`config.mk`:
```
export PLATFORM = sky130hd
export DESIGN_NAME = i2c_byte_shifter
export DESIGN_NICKNAME = d
export VERILOG_FILES = /design/src/rtl/i2c_shift_pkg.sv /design/src/rtl/i2c_bit_ctr.sv /design/src/rtl/i2c_shift_chain.sv /design/src/rtl/i2c_sda_buf.sv /design/src/rtl/i2c_byte_shifter.sv
export SDC_FILE = /design/constraint.sdc
export NUM_CORES = 1
export LEC_CHECK = 0
export BUFFER_PORTS_ARGS = -buffer_cell sky130_fd_sc_hd__buf_2
export CORE_UTILIZATION = 48
export CTS_CLUSTER_DIAMETER = 80
export DETAILED_ROUTE_END_ITERATION = 10
export PLACE_DENSITY = 0.77
export REMOVE_ABC_BUFFERS = 1
export SLEW_MARGIN = 25
export SYNTH_ARGS = -nofsm -noshare
export SYNTH_HDL_FRONTEND = slang
export SYNTH_SLANG_ARGS = --single-unit
```
`constraint.sdc`:
```
create_clock -name clk_i -period 1.74 [get_ports clk_i]
set_clock_uncertainty 0.05 [all_clocks]
set_input_delay 0.348 -clock clk_i [delete_from_list [all_inputs] [get_ports clk_i]]
set_output_delay 0.348 -clock clk_i [all_outputs]
set_load 0.02 [all_outputs]
```
`src/rtl/i2c_shift_pkg.sv`:
```
package i2c_shift_pkg;
  typedef enum logic [1:0] {
    SLOT_DATA = 2'd0,
    SLOT_ACK  = 2'd1,
    SLOT_DONE = 2'd2
  } slot_e;
endpackage

```
`src/rtl/i2c_bit_ctr.sv`:
```
module i2c_bit_ctr
  import i2c_shift_pkg::*;
#(
  parameter int DATA_W = 8
) (
  input  logic  clk_i,
  input  logic  rst_ni,
  input  logic  start_i,
  input  logic  clr_i,
  input  logic  rise_i,
  output logic  done_o,
  output logic  busy_o,
  output slot_e slot_o
);
  localparam int BITS  = DATA_W + 1;
  localparam int CNT_W = $clog2(BITS + 1);
  localparam logic [CNT_W-1:0] CNT_LAST = CNT_W'(BITS);
  localparam logic [CNT_W-1:0] CNT_ACK  = CNT_W'(DATA_W);

  logic [CNT_W-1:0] cnt_q;

  always_ff @(posedge clk_i or negedge rst_ni) begin
    if (!rst_ni)                     cnt_q <= '0;
    else if (start_i || clr_i)       cnt_q <= '0;
    else if (rise_i && cnt_q != CNT_LAST) cnt_q <= cnt_q + 1'b1;
  end

  assign done_o = (cnt_q == CNT_LAST);
  assign busy_o = (cnt_q != '0) && !done_o;

  always_comb begin
    if (cnt_q < CNT_ACK)       slot_o = SLOT_DATA;
    else if (cnt_q == CNT_ACK) slot_o = SLOT_ACK;
    else                       slot_o = SLOT_DONE;
  end

  p_cnt_bound_r7: assert property (@(posedge clk_i) disable iff (!rst_ni)
    cnt_q <= CNT_LAST);
  p_done_after_ninth_r7: assert property (@(posedge clk_i) disable iff (!rst_ni)
    (rise_i && cnt_q == CNT_ACK && !start_i && !clr_i) |=> done_o);
  p_start_clears_r10: assert property (@(posedge clk_i) disable iff (!rst_ni)
    start_i |=> (cnt_q == '0));
endmodule

```
`src/rtl/i2c_shift_chain.sv`:
```
module i2c_shift_chain #(
  parameter int DATA_W = 8
) (
  input  logic              clk_i,
  input  logic              rst_ni,
  input  logic              load_i,
  input  logic [DATA_W-1:0] wr_data_i,
  input  logic              shift_i,
  input  logic              sda_i,
  output logic [DATA_W-1:0] data_o,
  output logic              ack_o
);
  logic [DATA_W-1:0] data_q;
  logic              ack_q;

  // sda -> ack flag -> data[0] ... data[MSB]
  always_ff @(posedge clk_i or negedge rst_ni) begin
    if (!rst_ni) begin
      data_q <= '0;
      ack_q  <= 1'b0;
    end else if (load_i) begin
      data_q <= wr_data_i;
    end else if (shift_i) begin
      data_q <= {data_q[DATA_W-2:0], ack_q};
      ack_q  <= sda_i;
    end
  end

  assign data_o = data_q;
  assign ack_o  = ack_q;

  p_ack_capture_r2: assert property (@(posedge clk_i) disable iff (!rst_ni)
    (shift_i && !load_i) |=> (ack_o == $past(sda_i)));
  p_load_excl_shift_r9: assert property (@(posedge clk_i) disable iff (!rst_ni)
    !(load_i && shift_i));
endmodule

```
`src/rtl/i2c_sda_buf.sv`:
```
module i2c_sda_buf
  import i2c_shift_pkg::*;
(
  input  logic  clk_i,
  input  logic  rst_ni,
  input  logic  load_i,
  input  logic  load_msb_i,
  input  logic  fall_i,
  input  slot_e slot_i,
  input  logic  rx_mode_i,
  input  logic  ack_send_i,
  input  logic  data_msb_i,
  output logic  sda_o
);
  logic buf_q, buf_d;

  always_comb begin
    buf_d = buf_q;
    if (load_i) buf_d = load_msb_i;
    else if (fall_i) begin
      unique case (slot_i)
        SLOT_DATA: buf_d = rx_mode_i ? 1'b1 : data_msb_i;
        SLOT_ACK:  buf_d = rx_mode_i ? ack_send_i : 1'b1;
        default:   buf_d = 1'b1;
      endcase
    end
  end

  always_ff @(posedge clk_i or negedge rst_ni) begin
    if (!rst_ni) buf_q <= 1'b1;
    else         buf_q <= buf_d;
  end

  assign sda_o = buf_q;

  p_rx_release_r5: assert property (@(posedge clk_i) disable iff (!rst_ni)
    (fall_i && !load_i && rx_mode_i && slot_i == SLOT_DATA) |=> sda_o);
  p_done_release_r5: assert property (@(posedge clk_i) disable iff (!rst_ni)
    (fall_i && !load_i && slot_i == SLOT_DONE) |=> sda_o);
  p_tx_ack_release_r4: assert property (@(posedge clk_i) disable iff (!rst_ni)
    (fall_i && !load_i && !rx_mode_i && slot_i == SLOT_ACK) |=> sda_o);
endmodule

```
`src/rtl/i2c_byte_shifter.sv`:
```
module i2c_byte_shifter
  import i2c_shift_pkg::*;
#(
  parameter int DATA_W = 8
) (
  input  logic              clk_i,
  input  logic              rst_ni,
  input  logic              start_i,
  input  logic              done_clr_i,
  input  logic              wr_en_i,
  input  logic [DATA_W-1:0] wr_data_i,
  input  logic              scl_rise_i,
  input  logic              scl_fall_i,
  input  logic              sda_i,
  input  logic              rx_mode_i,
  input  logic              ack_send_i,
  output logic              sda_o,
  output logic [DATA_W-1:0] data_o,
  output logic              ack_o,
  output logic              done_o
);
  logic  busy, done, shift, load;
  slot_e slot;

  i2c_bit_ctr #(.DATA_W(DATA_W)) u_ctr (
    .clk_i  (clk_i),
    .rst_ni (rst_ni),
    .start_i(start_i),
    .clr_i  (done_clr_i),
    .rise_i (scl_rise_i),
    .done_o (done),
    .busy_o (busy),
    .slot_o (slot)
  );

  // rise frozen while done; write loses to a rise that opens the byte
  assign shift = scl_rise_i && !done && !start_i && !done_clr_i;
  assign load  = wr_en_i && (done || (!busy && !scl_rise_i));

  i2c_shift_chain #(.DATA_W(DATA_W)) u_chain (
    .clk_i    (clk_i),
    .rst_ni   (rst_ni),
    .load_i   (load),
    .wr_data_i(wr_data_i),
    .shift_i  (shift),
    .sda_i    (sda_i),
    .data_o   (data_o),
    .ack_o    (ack_o)
  );

  i2c_sda_buf u_buf (
    .clk_i     (clk_i),
    .rst_ni    (rst_ni),
    .load_i    (load),
    .load_msb_i(wr_data_i[DATA_W-1]),
    .fall_i    (scl_fall_i),
    .slot_i    (slot),
    .rx_mode_i (rx_mode_i),
    .ack_send_i(ack_send_i),
    .data_msb_i(data_o[DATA_W-1]),
    .sda_o     (sda_o)
  );

  assign done_o = done;

  p_write_blocked_r9: assert property (@(posedge clk_i) disable iff (!rst_ni)
    (wr_en_i && busy && !scl_rise_i) |=> $stable(data_o));
  p_hold_done_r8: assert property (@(posedge clk_i) disable iff (!rst_ni)
    (done && !wr_en_i) |=> ($stable(data_o) && $stable(ack_o)));
  p_load_msb_r3: assert property (@(posedge clk_i) disable iff (!rst_ni)
    (wr_en_i && done) |=> (sda_o == $past(wr_data_i[DATA_W-1])));
endmodule

```
# [Word level (Yosys, flattened, before mapping)]
# Index checks and enable logic that the tools add are counted.
[totals] word_cells=42 in_bits=18 out_inout_bits=11 reg_bits=14
[op_classes] n_lt_le_gt_ge=1 n_eq_ne=4 reduce_logical=20 muxes=11 n_bitwise=1 add_sub_neg=1
[ops] operator="two-way mux 8 bit" n=2
[ops] operator="== test 4 bit, second input constant" n=2
[ops] operator="two-way mux 4 bit" n=2
[ops] operator="logical AND 1 bit" n=7
[ops] operator="nonzero test 2 bit" n=3
[ops] operator="zero test 1 bit" n=5
[ops] operator="adder 4 x 1 -> 4 bit, second input constant" n=1
[ops] operator="< comparator 4 bit, second input constant" n=1
[ops] operator="two-way mux 1 bit" n=4
[ops] operator="two-way mux 2 bit" n=2
[ops] operator="inequality test 4 bit, second input constant" n=1
[ops] operator="nonzero test 4 bit" n=1
[ops] operator="== test 2 x 1 -> 1 bit, second input constant" n=1
[ops] operator="zero test 2 bit" n=1
[ops] operator="logical OR 1 bit" n=2
[ops] operator="case mux 1 bit (2 select lines)" n=1
[ops] operator="AND reduction 2 bit" n=1
[ops] operator="inverter 1 bit" n=1

# [Depth between registers and ports, before layout]
[depth] depth_word=9 ltp_mapped=6

# [Cells and area by module]
# Synthesis repeated with hierarchy kept, for this count alone.
[unflattened] hier_cells=78 area_unflattened_um2=803.3
[by_module_without_submodules] module="i2c_shift_chain" cells_per_inst=37 area_each_um2=422.9 n_inst=1 seq_area_each_um2=225.2
[by_module_without_submodules] module="i2c_bit_ctr" cells_per_inst=30 area_each_um2=287.8 n_inst=1 seq_area_each_um2=100.1
[by_module_without_submodules] module="i2c_sda_buf" cells_per_inst=8 area_each_um2=66.3 n_inst=1 seq_area_each_um2=26.3
[by_module_without_submodules] module="i2c_byte_shifter" cells_per_inst=3 area_each_um2=26.3 n_inst=1 seq_area_each_um2=0.0

# [Least setup slack after synthesis]
# Ideal clock, no wire load.
[synth_path] path_type="flip-flop to flip-flop" from="register u_ctr.cnt_q[0]" to="register u_chain.ack_q, in the netlist u_chain.ack_o" path_buffers=0 path_stages_with_launch=6 setup_time_ns=0.128 slack_ns=0.126 t_required_ns=1.562 arrival_ns=1.436 cell_sequence="dfrtp_1 > ha_1 > nand3b_1 > inv_2 > nor3_4 > mux2_1"
[synth_between] elab_chain_len=9
[synth_lines] item="start: declaration" line_no="i2c_bit_ctr.sv:20" text="logic [CNT_W-1:0] cnt_q;"
[synth_lines] item="start signal: assignment" line_no="i2c_bit_ctr.sv:25" text="else if (rise_i && cnt_q != CNT_LAST) cnt_q <= cnt_q + 1'b1;"
[synth_lines] item="== test 4 bit (*)" line_no="i2c_bit_ctr.sv:28" text="assign done_o = (cnt_q == CNT_LAST);"
[synth_lines] item="named net done_o" line_no="i2c_byte_shifter.sv:20" text="output logic done_o"
[synth_lines] item="zero test 1 bit" line_no="i2c_bit_ctr.sv:29, i2c_byte_shifter.sv:37"
[synth_lines] item="logical AND 1 bit" line_no="i2c_bit_ctr.sv:29" text="assign busy_o = (cnt_q != '0) && !done_o;"
[synth_lines] item="zero test 1 bit" line_no="i2c_byte_shifter.sv:38" text="assign load = wr_en_i && (done || (!busy && !scl_rise_i));"
[synth_lines] item="logical AND 1 bit" line_no="i2c_byte_shifter.sv:38"
[synth_lines] item="logical OR 1 bit" line_no="i2c_byte_shifter.sv:38"
[synth_lines] item="logical AND 1 bit" line_no="i2c_byte_shifter.sv:38"
[synth_lines] item="inverter 1 bit (no line)"
[synth_lines] item="AND reduction 2 bit (no line) (*)"
[synth_lines] item="end signal: assignment" line_no="i2c_shift_chain.sv:25" text="ack_q <= sda_i;"
[synth_lines] item="end: declaration" line_no="i2c_shift_chain.sv:14" text="logic ack_q;"
# The timed path passes the listed nets; every way through them passes the cells marked *.
# A chain may end at the register's enable or synchronous reset.

# [Final worst setup path]
[layout_path] from="register u_ctr.cnt_q[1]" to="output port done_o"
[layout_between] elab_chain_len=1
[layout_lines] item="== test 4 bit" line_no="i2c_bit_ctr.sv:28"
[layout_lines] item="end: declaration" line_no="i2c_byte_shifter.sv:20"
# Every way passes these cells.

==> out/qor.yml <==
grt_pass1_wl_um: 3030
wl_um: 1870
ys_warn_count: 0
drive_gt1_share_pct: 42.1
remaining_drc_errors: 5
finalPower_mw: 0.867
cp-end-kind: "primary output"
yosysTopAreaCell: "dfrtp_1"
drv_cap: 0
initial_core_util_pct: 53.1
setup_ws_ps: 67.4
hold_depth: 2
rows: 14
drtIter0Drc: 27
setup_tns_ps: 0
vias: 790
io_pins: 29
clkTransAtPathRegs_ps: 90
synthCells: 85
fillers: 135
synth_edf_count: 0
cp.required_ps: 1340
synth_top_area_share_pct: 39.3
gr-total-overflow: 0
yosysMostFrequentCell: "dfrtp_1"
synth-main-ff-cell: "dfrtp_1"
final_hold_viol_count: 0
core_mm2: 0.00156
synth_top_family_by_area: "compound AO/OA/AOI/OAI gates"
crit_fanout: 4
worstHoldPathType: "in2reg"
antenna_found_initial: 0
slew_headroom_pct: 78.5
synthTopCellsByCount: "dfrtp_1 (13), inv_1 (11), nand3_1 (9)"
fmax_ghz: 0.598
violations: "design-rule violations"
chipWidth_um: 43.5
synthArstFlopShare_pct: 100
cts_max_path_buffers: 2
synth_fa_ha_area_share_pct: 4.53
report.final.slew_viol_count: 0
die_h_um: 43.5
grt_pass1_vias: 692
routedWlPerCell_um: 13.6
tightest_slew_ps: 322
grt_max_degree: 15
place_ws_ps: 161
nets: 143
synthTopCellsByArea: "dfrtp_1 (39%), o311ai_1 (7.4%), o211ai_1 (7.3%)"
syn_area_per_cell_um2: 9.74
clock-sinks: 14
p_leak_nw: 0.511
yosys.area_share.simple_pct: 18.4
ir_worst_vdd_mv: 0.601
cts-root-buf: "clkbuf_4"
fin_area_mm2: 0.00108
critPathKind: "reg2out"
setup_viol: 0
diodes: 0
crit_arrival_ps: 1270
worst_setup_path_start_kind: "flip-flop"
cts_tree: "yes"
areaGrowthSynthToFinish_pct: 30.8
ant_nets: 0
fin_crit_ps: 1670
dr.pass1.iters: 7
fp.dieArea_mm2: 0.00190
numPortBuffers: 28
status: "finished, violations left"
htreeDepth: 1
dp_hpwl_um: 1310
ys_seq_elements: 14
yosysSeqAreaShare_pct: 42.4
avgViaCountPerCell: 5.77
pwr_density_cell_mw_per_mm2: 800
cts_buffers: 3
post_dp_cell_area_mm2: 0.00101
gp_congestion: 0.783
synth_area_um2: 828
synth-compound-area-share_pct: 23.9
fin_crit_sh_pct: 96.1
track_usage_pct: 21.8
ff2ff_path_depth: 6
synthMuxAreaShare_pct: 1.36
synth.distinct_cells: 30
clkLatencyLatePin_ps: 270
synth-xor-area-share_pct: 1.06
holdWs_ps: 251
[routing by layer]
metal	vias to the layer above	global-route usage, %	routed length, um
met5	-	0	0
met4	0	7.50	13
met3	2	3.75	96
met2	24	32.2	854
met1	373	32.2	906
li1	391	-	-
[registers in the layout, indices dropped and copies added (netlist names)]
signal	count
u_chain.data_o	8
u_chain.ack_o	1
u_ctr.cnt_q	4
u_buf.sda_o	1
[what timing repair did]
action,in CTS,in global routing
hold endpoints to repair,13,0
pin swaps,0,0
setup buffers,1,0
resized for setup,0,6
setup endpoints to repair,1,3
hold buffers,1,0
[cell type report]
| type | instances | area (um^2) | share of cell area, % |
|---|---|---|---|
| Sequential cell | 14 | 352 | 32.4 |
| Timing Repair Buffer | 36 | 205 | 18.9 |
| Multi-Input combinational cell | 54 | 422 | 38.9 |
| Clock buffer | 4 | 36.3 | 3.35 |
| Inverter | 13 | 48.8 | 4.50 |
| Tap cell | 16 | 20.0 | 1.85 |
[logic make-up after synthesis]
group | count (synthesis)
flops | 14
simple gates | 22
mux | 1
compound gates | 27
xor+xnor | 1
buf+inv | 17
fa+ha+maj | 3
[cells in the final DEF (no fill, tap or decap)]
cell / netlist / layout
buf_2: 1 / 27
dfrtp_1: 13 / 13
inv_1: 11 / 10
nand3_1: 9 / 9
o211ai_1: 8 / 8
buf_4: 1 / 8
o311ai_1: 7 / 7
inv_2: 2 / 3
a21oi_1: 4 / 3
o21ai_0: 3 / 3
clkbuf_4: 0 / 3
nor3b_2: 2 / 2
nor2b_1: 2 / 2
o31a_1: 2 / 2
ha_1: 3 / 2
nand3b_1: 1 / 1
and2_1: 1 / 1
o21a_2: 1 / 1
nor4bb_1: 1 / 1
o31ai_1: 1 / 1
or2_1: 1 / 1
nor3_4: 1 / 1
mux2_4: 0 / 1
a21boi_1: 1 / 1
and3_1: 1 / 1
or4_4: 0 / 1
a21oi_2: 0 / 1
nand4_1: 1 / 1
xor2_1: 1 / 1
nor2_1: 1 / 1
ha_2: 0 / 1
clkbuf_8: 0 / 1
dlygate4sd3_1: 0 / 1
dfstp_2: 1 / 1
[worst max-delay path, cell delays in order, from the launching register on]
cell and delay, ps:
dfrtp_1 420, inv_2 70, ha_2 170, nand3b_1 120, inv_2 90, buf_4 130
[where the power goes]
part	leakage [nW]	internal, mW	total [mW]	switching, mW
logic	0.315	0.100	0.231	0.131
registers	0.175	0.371	0.404	0.0330
clock network	0.0210	0.127	0.233	0.106
[worst paths after layout]
check	from	endpoint	slack, ps
min in group asynchronous	rst_ni	u_chain.ack_o$_DFFE_PN0P_	450
worst min-delay path	sda_i	u_chain.ack_o$_DFFE_PN0P_	250
worst min register to register	u_chain.ack_o$_DFFE_PN0P_	u_chain.ack_o$_DFFE_PN0P_	510
max in group asynchronous	rst_ni	u_buf.sda_o$_DFFE_PN1P_	900
worst max register to register	u_ctr.cnt_q[0]$_DFFE_PN0P_	u_ctr.cnt_q[2]$_DFFE_PN0P_	110
worst max-delay path	u_ctr.cnt_q[1]$_DFFE_PN0P_	done_o	70
[through the flow]
stage	util, %	std cells
final	69.5	137
after global routing	69.5	137
after CTS	68.5	137
after detailed placement	65.0	131
after global placement	65.0	131
after floorplan	-	81
(Power assumes the default switching activity.)
